==> config.mk <==
export PLATFORM = sky130hd
export DESIGN_NAME = onoff_gate_ctrl
export DESIGN_NICKNAME = d
export VERILOG_FILES = /design/src/rtl/onoff_pkg.sv /design/src/rtl/onoff_sync.sv /design/src/rtl/onoff_hyst_lock.sv /design/src/rtl/onoff_blank_timer.sv /design/src/rtl/onoff_gate_ctrl.sv
export SDC_FILE = /design/constraint.sdc
export NUM_CORES = 1
export LEC_CHECK = 0
export BUFFER_PORTS_ARGS = -buffer_cell sky130_fd_sc_hd__clkbuf_2
export CAP_MARGIN = 20
export CORE_AREA = 3 3 40 42
export CTS_BUF_LIST = sky130_fd_sc_hd__clkbuf_4 sky130_fd_sc_hd__clkbuf_8 sky130_fd_sc_hd__clkbuf_16
export CTS_CLUSTER_DIAMETER = 40
export DETAILED_ROUTE_END_ITERATION = 16
export DIE_AREA = 0 0 43 45
export GPL_ROUTABILITY_DRIVEN = 0
export MAX_ROUTING_LAYER = met4
export PLACE_DENSITY = 0.64
export SLEW_MARGIN = 10
export SYNTH_ARGS = -nofsm -noshare
export SYNTH_HDL_FRONTEND = slang
export SYNTH_SLANG_ARGS = --single-unit
==> constraint.sdc <==
create_clock -name clk -period 1.5 [get_ports clk]
set_clock_uncertainty 0.1 [all_clocks]
set_input_delay 0.3 -clock clk [delete_from_list [all_inputs] [get_ports clk]]
set_output_delay 0.3 -clock clk [all_outputs]
set_load 0.01 [all_outputs]
==> src/rtl/onoff_pkg.sv <==
// Shared constants and types for the on-off gate controller.
// Assumes: all consumers import this package; nothing here holds state.
package onoff_pkg;
    // Depth of the synchronizer on asynchronous comparator inputs.
    localparam int SYNC_STAGES = 2;

    // Hysteretic lockout request: one flag trips it, another releases it.
    typedef struct packed {
        logic set;
        logic clr;
    } lock_req_t;
endpackage

==> src/rtl/onoff_sync.sv <==
// Multi-bit flop-chain synchronizer for independent asynchronous levels.
// Assumes: each bit is a slow level; no bus coherency between bits is needed.
module onoff_sync #(
    parameter int WIDTH  = 2,
    parameter int STAGES = 2
) (
    input  logic             clk,
    input  logic             rst_n,
    input  logic [WIDTH-1:0] d,
    output logic [WIDTH-1:0] q
);
    logic [WIDTH-1:0] stg [STAGES];

    // Shift the levels through the chain, clearing on reset.
    always_ff @(posedge clk) begin
        if (!rst_n) begin
            for (int s = 0; s < STAGES; s++) stg[s] <= '0;
        end else begin
            stg[0] <= d;
            for (int s = 1; s < STAGES; s++) stg[s] <= stg[s-1];
        end
    end

    assign q = stg[STAGES-1];
endmodule

==> src/rtl/onoff_hyst_lock.sv <==
// Hysteretic lockout latch: trips on a set flag, releases on a clear flag.
// Assumes: flags are synchronous to clk; set has priority over clear.
module onoff_hyst_lock
    import onoff_pkg::*;
#(
    parameter bit RESET_LOCKED = 1'b0
) (
    input  logic      clk,
    input  logic      rst_n,
    input  lock_req_t req,
    output logic      locked
);
    // Hold the lock state between the two thresholds.
    always_ff @(posedge clk) begin
        if (!rst_n)        locked <= RESET_LOCKED;
        else if (req.set)  locked <= 1'b1;
        else if (req.clr)  locked <= 1'b0;
    end
endmodule

==> src/rtl/onoff_blank_timer.sv <==
// Leading-edge blanking timer: counts down from TICKS after each load.
// Assumes: load is a single-cycle pulse at switch turn-on.
module onoff_blank_timer #(
    parameter int TICKS = 4
) (
    input  logic clk,
    input  logic rst_n,
    input  logic load,
    output logic done
);
    localparam int CW = $clog2(TICKS + 2);
    localparam logic [CW-1:0] LOAD_VAL = CW'(TICKS);

    logic [CW-1:0] cnt;

    // Reload on turn-on, otherwise count down to zero and hold.
    always_ff @(posedge clk) begin
        if (!rst_n)          cnt <= '0;
        else if (load)       cnt <= LOAD_VAL;
        else if (cnt != '0)  cnt <= cnt - 1'b1;
    end

    assign done = (cnt == '0);
endmodule

==> src/rtl/onoff_gate_ctrl.sv <==
// On-off cycle-skipping gate controller.
// Samples synchronized feedback once per cycle start and turns the gate on
// for the cycle or skips it. It turns the gate off on duty-window end, on a
// blanked current-limit trip, or on lockout/disable.
// Assumes: cyc_start, duty_win, lockout flags and ext_dis are synchronous;
// fb_in and ilim_in are asynchronous levels.
module onoff_gate_ctrl
    import onoff_pkg::*;
#(
    parameter int BLANK_TICKS      = 4,
    parameter bit UV_LOCK_AT_RESET = 1'b1
) (
    input  logic clk,
    input  logic rst_n,
    input  logic cyc_start,
    input  logic duty_win,
    input  logic fb_in,
    input  logic ilim_in,
    input  logic uv_set,
    input  logic uv_clr,
    input  logic ot_set,
    input  logic ot_clr,
    input  logic ext_dis,
    output logic gate,
    output logic cyc_en
);
    localparam int N_LOCK = 2;
    localparam int L_UV   = 0;
    localparam int L_OT   = 1;

    logic              fb_s;
    logic              ilim_s;
    lock_req_t         lreq [N_LOCK];
    logic [N_LOCK-1:0] locked;
    logic              kill;
    logic              start_ok;
    logic              blank_done;
    logic              gate_q;

    // Bring the two asynchronous comparator levels into the clock domain.
    onoff_sync #(
        .WIDTH  (2),
        .STAGES (SYNC_STAGES)
    ) u_sync (
        .clk   (clk),
        .rst_n (rst_n),
        .d     ({fb_in, ilim_in}),
        .q     ({fb_s, ilim_s})
    );

    // Route each protection's flags to its own lockout latch.
    always_comb begin
        lreq[L_UV] = '{set: uv_set, clr: uv_clr};
        lreq[L_OT] = '{set: ot_set, clr: ot_clr};
    end

    for (genvar k = 0; k < N_LOCK; k++) begin : g_lock
        onoff_hyst_lock #(
            .RESET_LOCKED ((k == L_UV) ? UV_LOCK_AT_RESET : 1'b0)
        ) u_lock (
            .clk    (clk),
            .rst_n  (rst_n),
            .req    (lreq[k]),
            .locked (locked[k])
        );
    end

    // Any protection or external disable blocks conduction.
    assign kill     = ext_dis | (|locked);
    assign start_ok = fb_s & duty_win & ~kill;

    onoff_blank_timer #(
        .TICKS (BLANK_TICKS)
    ) u_blank (
        .clk   (clk),
        .rst_n (rst_n),
        .load  (cyc_start & start_ok),
        .done  (blank_done)
    );

    // Decide conduction at cycle start; end it on the first turn-off event.
    always_ff @(posedge clk) begin
        if (!rst_n) begin
            gate_q <= 1'b0;
            cyc_en <= 1'b0;
        end else if (cyc_start) begin
            gate_q <= start_ok;
            cyc_en <= start_ok;
        end else if (gate_q && (!duty_win || kill || (ilim_s && blank_done))) begin
            gate_q <= 1'b0;
        end
    end

    // Protections cut the drive at once without waiting for a clock edge.
    assign gate = gate_q & ~kill;
endmodule

-- After elaboration in Yosys (flattened, before gate mapping)
Memories as Yosys holds them, arrays and structs flattened.
Index checks and enable logic that the tools add are counted.
- flip-flop bits (word level): 7
- memory bits (writable): 4
- bits of input ports: 11
- output and inout port bits: 2
- word-level logic and storage cells: 40
- memories kept: 1
- add/subtract/negate cells: 1
- muxes and demuxes: 10
- bitwise operators: 9
- reduce and logical (&&, ||, !) cells: 13
- memories (name ; words ; width ; read ports ; clocked after Yosys merged registers in ; wr ports ; line ; source):
    u_sync.stg ; 2 ; 2 ; 2 ; 0 ; 2 ; onoff_sync.sv:12 ; logic [WIDTH-1:0] stg [STAGES];
- operator list (cell ; count):
    two-way mux 1 bit ; 6
    two-way mux 3 bit ; 2
    nonzero test 2 bit ; 3
    OR reduction 2 bit ; 3
    AND 1 bit ; 4
    two-way mux 2 bit ; 2
    logical NOT 3 bit ; 1
    bitwise OR 1 bit ; 3
    nonzero test 3 bit ; 1
    subtractor 3 x 1 -> 3 bit, second input constant ; 1
    logical AND 1 bit ; 2
    logical OR 1 bit ; 2
    inverter 1 bit ; 2
    logical NOT 1 bit ; 1

-- Logic depth before layout (Yosys ltp)
- word-level depth: 7
- depth in mapped cells: 6
- depth with buffers taken out: 6

-- By module
From an unflattened synthesis, not the netlist that was laid out.
- cell total of the unflattened synthesis: 45
- area, all modules: 466.7 µm²
- by module, submodules not included (module ; times used ; cells an instance ; area an instance (µm²) ; seq. area each (µm²)):
    onoff_blank_timer ; 1 ; 17 ; 166.4 ; 60.1
    onoff_sync ; 1 ; 10 ; 120.1 ; 80.1
    onoff_gate_ctrl ; 1 ; 12 ; 105.1 ; 40.0
    onoff_hyst_lock (g_lock[1].u_lock) ; 1 ; 3 ; 41.3 ; 20.0
    onoff_hyst_lock (g_lock[0].u_lock) ; 1 ; 3 ; 33.8 ; 20.0

-- Worst setup path before layout
OpenSTA, ideal clock, no wires.
- path type: flip-flop to flip-flop
- start: register u_blank.cnt[0]
- end: register u_blank.cnt[1]
- setup time: 0.116 ns
- arrival time: 1.089 ns
- data required time: 1.284 ns
- slack: 0.196 ns
- cell stages (with the launch flop): 7
- path buffers: 0
- clock period less this slack: 1.304 ns
- path through: dfxtp_1 inv_1 ha_1 ha_1 nand2_1 o21ai_0 and3_1
- cells in the longest elaborated chain, start to end: 1
- elaborated cells between the ends (all ways): 2
- those cells by class: add/sub (1); reduce/logical (1)
- RTL lines (item ; line ; source):
    start, declared ; onoff_blank_timer.sv:14 ; logic [CW-1:0] cnt;
    start signal, assigned ; onoff_blank_timer.sv:20 ; else if (cnt != '0) cnt <= cnt - 1'b1;
    subtractor 3 x 1 -> 3 bit or nonzero test 3 bit (tied branches) ; onoff_blank_timer.sv:20 ;
Several ways; a longest one is shown, not always the timed one.
A chain may end at the register's enable or synchronous reset.

-- Worst setup path after layout
- start: register g_lock[1].u_lock.locked
- end: output port gate
- cells in the longest elaborated chain, start to end: 4
- RTL lines (item ; line ; source):
    start, declared ; onoff_hyst_lock.sv:11 ; output logic locked
    start signal, assigned ; onoff_hyst_lock.sv:15 ; if (!rst_n) locked <= RESET_LOCKED;
    start signal, assigned ; onoff_hyst_lock.sv:16 ; else if (req.set) locked <= 1'b1;
    start signal, assigned ; onoff_hyst_lock.sv:17 ; else if (req.clr) locked <= 1'b0;
    OR reduction 2 bit ; onoff_gate_ctrl.sv:69 ; assign kill = ext_dis | (|locked);
    bitwise OR 1 bit ; onoff_gate_ctrl.sv:69 ;
    inverter 1 bit ; onoff_gate_ctrl.sv:95 ; assign gate = gate_q & ~kill;
    AND 1 bit ; onoff_gate_ctrl.sv:95 ;
    end, declared ; onoff_gate_ctrl.sv:24 ; output logic gate,
Every way passes these cells.

==> results.toml <==
[placement]
io_buffers = 12
pre_cts_ws_ns = 0.135
hpwl_um = 546

[grt]
grt_max_degree = 12
overflow = 0
grt_pass1_wl_um = 1220
grt_pass1_vias = 301
grt_use_total_pct = 9.47
antenna_found_initial = 0

[sta]
tns_ns = 0
timing.final.crit_share_pct = 94.7
hold_violations = 0
tightest_slew_ns = 0.236
maxClockFrequency_mhz = 704
fin_ws_ns = 0.0790
fin_crit_ns = 1.42
max_slew_margin_pct = 84.2
setup_viol = 0
drv_slew = 0
worst_hold_slack_ns = 0.120
rsz0062_at_grt = "false"

[clocking]
clock_sinks = 11
clockBufferDepth = 2
cts.reportedPaths.clkPinSlew_ns = 0.07
cts-root-buf = "clkbuf_4"
cts_buffers = 3
clock_latency_ns = 0.26
cts_tree = "yes"
htree_levels = 1
postCtsSetupBuffers = 0

[logic_synthesis]
yosysMostFrequentCell = "dfxtp_1"
async_reset_ff_share_pct = 0
synth_common_cells = "dfxtp_1 (11), and2_1 (4), inv_1 (4), nand2_1 (4), ha_1 (3)"
yosysUniqueCellTypes = 19
yosys_register_bits = 11
ys_seq_area_share_pct = 48.2
synth_warnings = 0
synth_nets = 58
ys.flop_type = "dfxtp_1"
syn_inst = 44
synth_area_per_cell_um2 = 10.4
synth_top_area_share_pct = 48.2
syn-cell-area_um2 = 457
synth-edff-count = 0
synth_largest_area_cell = "dfxtp_1"
synthTopCellsByArea = "dfxtp_1 (48%), ha_1 (8.2%), and2_1 (5.5%), nor4b_4 (5.2%), a21boi_1 (3.3%)"

[floorplanning]
num_io_pins = 13
die_x_um = 43
start_util_pct = 35.5
num_rows = 13
core_um2 = 1280
die_area_um2 = 1940
die_h_um = 45

[worst_setup_path]
critical_path_class = "reg2out"
end_kind = "output pin"
critical_path.startpoint_type = "register"
worst-path-max-fanout = 3
cp.arrival_ns = 1.02
required_ns = 1.10

[final_layout]
antenna_cells = 0
drive_above_1_share_pct = 33.9
syn_to_final_growth_pct = 24.7
fin_nets = 74
nFillCells = 131

[detailed_routing]
drcViolationCount = 0
via_count = 325
drtPass1Iterations = 2
routed_wl_um = 709
drt_iter0_markers = 1
wl_per_cell_um = 9.58
via_per_inst = 4.39
ant_nets = 0

[power_and_ir_drop]
peakVddDrop_mv = 0.526
leakage_nw = 0.255
power_density_nw_per_um2 = 1280

[flow_run]
drv_cap = 0

[status]
status = "complete, no violations"

[hold_path]
hold_class = "in2reg"
## layout by cell type (no fill, tap or decap), types with 2 or more instances in the layout
master / netlist / layout
and2_1: 4 / 4
clkbuf_2: 0 / 11
inv_1: 4 / 4
dfxtp_1: 11 / 10
nand3b_1: 2 / 2
ha_1: 3 / 3
nand2b_1: 2 / 2
nand2_1: 4 / 4
and3_1: 2 / 2
clkbuf_4: 0 / 4
a21boi_1: 2 / 2
## what timing repair did
action	4_1_cts	5_1_grt
gates resized for setup	1	2
hold buffers	0	0
setup endpoints to repair	1	1
## through the flow
stage                     cell area [µm²]  power (mW)  util (%)  instances
after floorplan                       457       0.481         -         44
after global placement                532       0.516      41.4         70
after detailed placement              532       0.518      41.4         70
after CTS                             568       0.747      44.2         74
after global routing                  569       0.790      44.3         74
final                                 569       0.731      44.3         74
## worst max-delay path: stages, from the launching register on
cell     delay, ns
dfxtp_2       0.35
nor4b_2       0.25
buf_2         0.16
## sequential cells by signal, indices dropped and copies added, names as in the netlist
| signal | flops |
|---|---|
| cyc_en | 1 |
| g_lock.u_lock.locked | 2 |
| gate_q | 1 |
| u_blank.cnt | 3 |
| u_sync.stg | 4 |
## power by group
group / internal (mW) / switching (mW) / total (mW) / leakage (nW)
Combinational: 0.0925 / 0.0796 / 0.172 / 0.146
Sequential: 0.323 / 0.0171 / 0.341 / 0.0906
Clock: 0.121 / 0.0978 / 0.219 / 0.0184
Total: 0.537 / 0.195 / 0.731 / 0.255
## kinds of logic after synthesis
logic type,after synthesis,share of synthesized area [%]
compound gates,5,7.12
fa+ha+maj,3,8.22
flops,11,48.2
mux,1,2.19
simple gates,18,28.2
xor+xnor,1,1.92
buf+inv,5,4.11
## cell type report
cell class	instances	area (µm²)	area share, %
inverter	4	15.0	2.64
multi-input combinational	28	224	39.3
tap	15	18.8	3.30
clock buffer	4	30.0	5.27
timing repair buffer	12	60.1	10.5
sequential	11	221	38.9
## metal layers
metal	global-route usage, %	share of wire, %	up-vias	wire (µm)
met4	10.8	2.3	0	16
met1	10.2	46	144	326
li1	-	-	174	-
met3	3.59	3.2	2	23
met5	-	0	-	0
met2	12.3	48	5	343
## final timing paths
| kind | start | end | slack [ns] | depth (start not counted) |
|---|---|---|---|---|
| worst max-delay path | g_lock[1].u_lock.locked$_SDFFE_PN0P_ | gate | 0.08 | 2 |
| worst min-delay path | uv_set | g_lock[0].u_lock.locked$_SDFFE_PP1P_ | 0.12 | 2 |
| worst max register to register | u_blank.cnt[0]$_SDFFE_PP0P_ | u_blank.cnt[1]$_SDFFE_PP0P_ | 0.14 | 6 |
| worst min register to register | u_sync.stg[0][1]$_SDFF_PN0_ | u_sync.stg[0][3]$_SDFF_PN0_ | 0.34 | 1 |
Power figures use the tool's default switching activity.
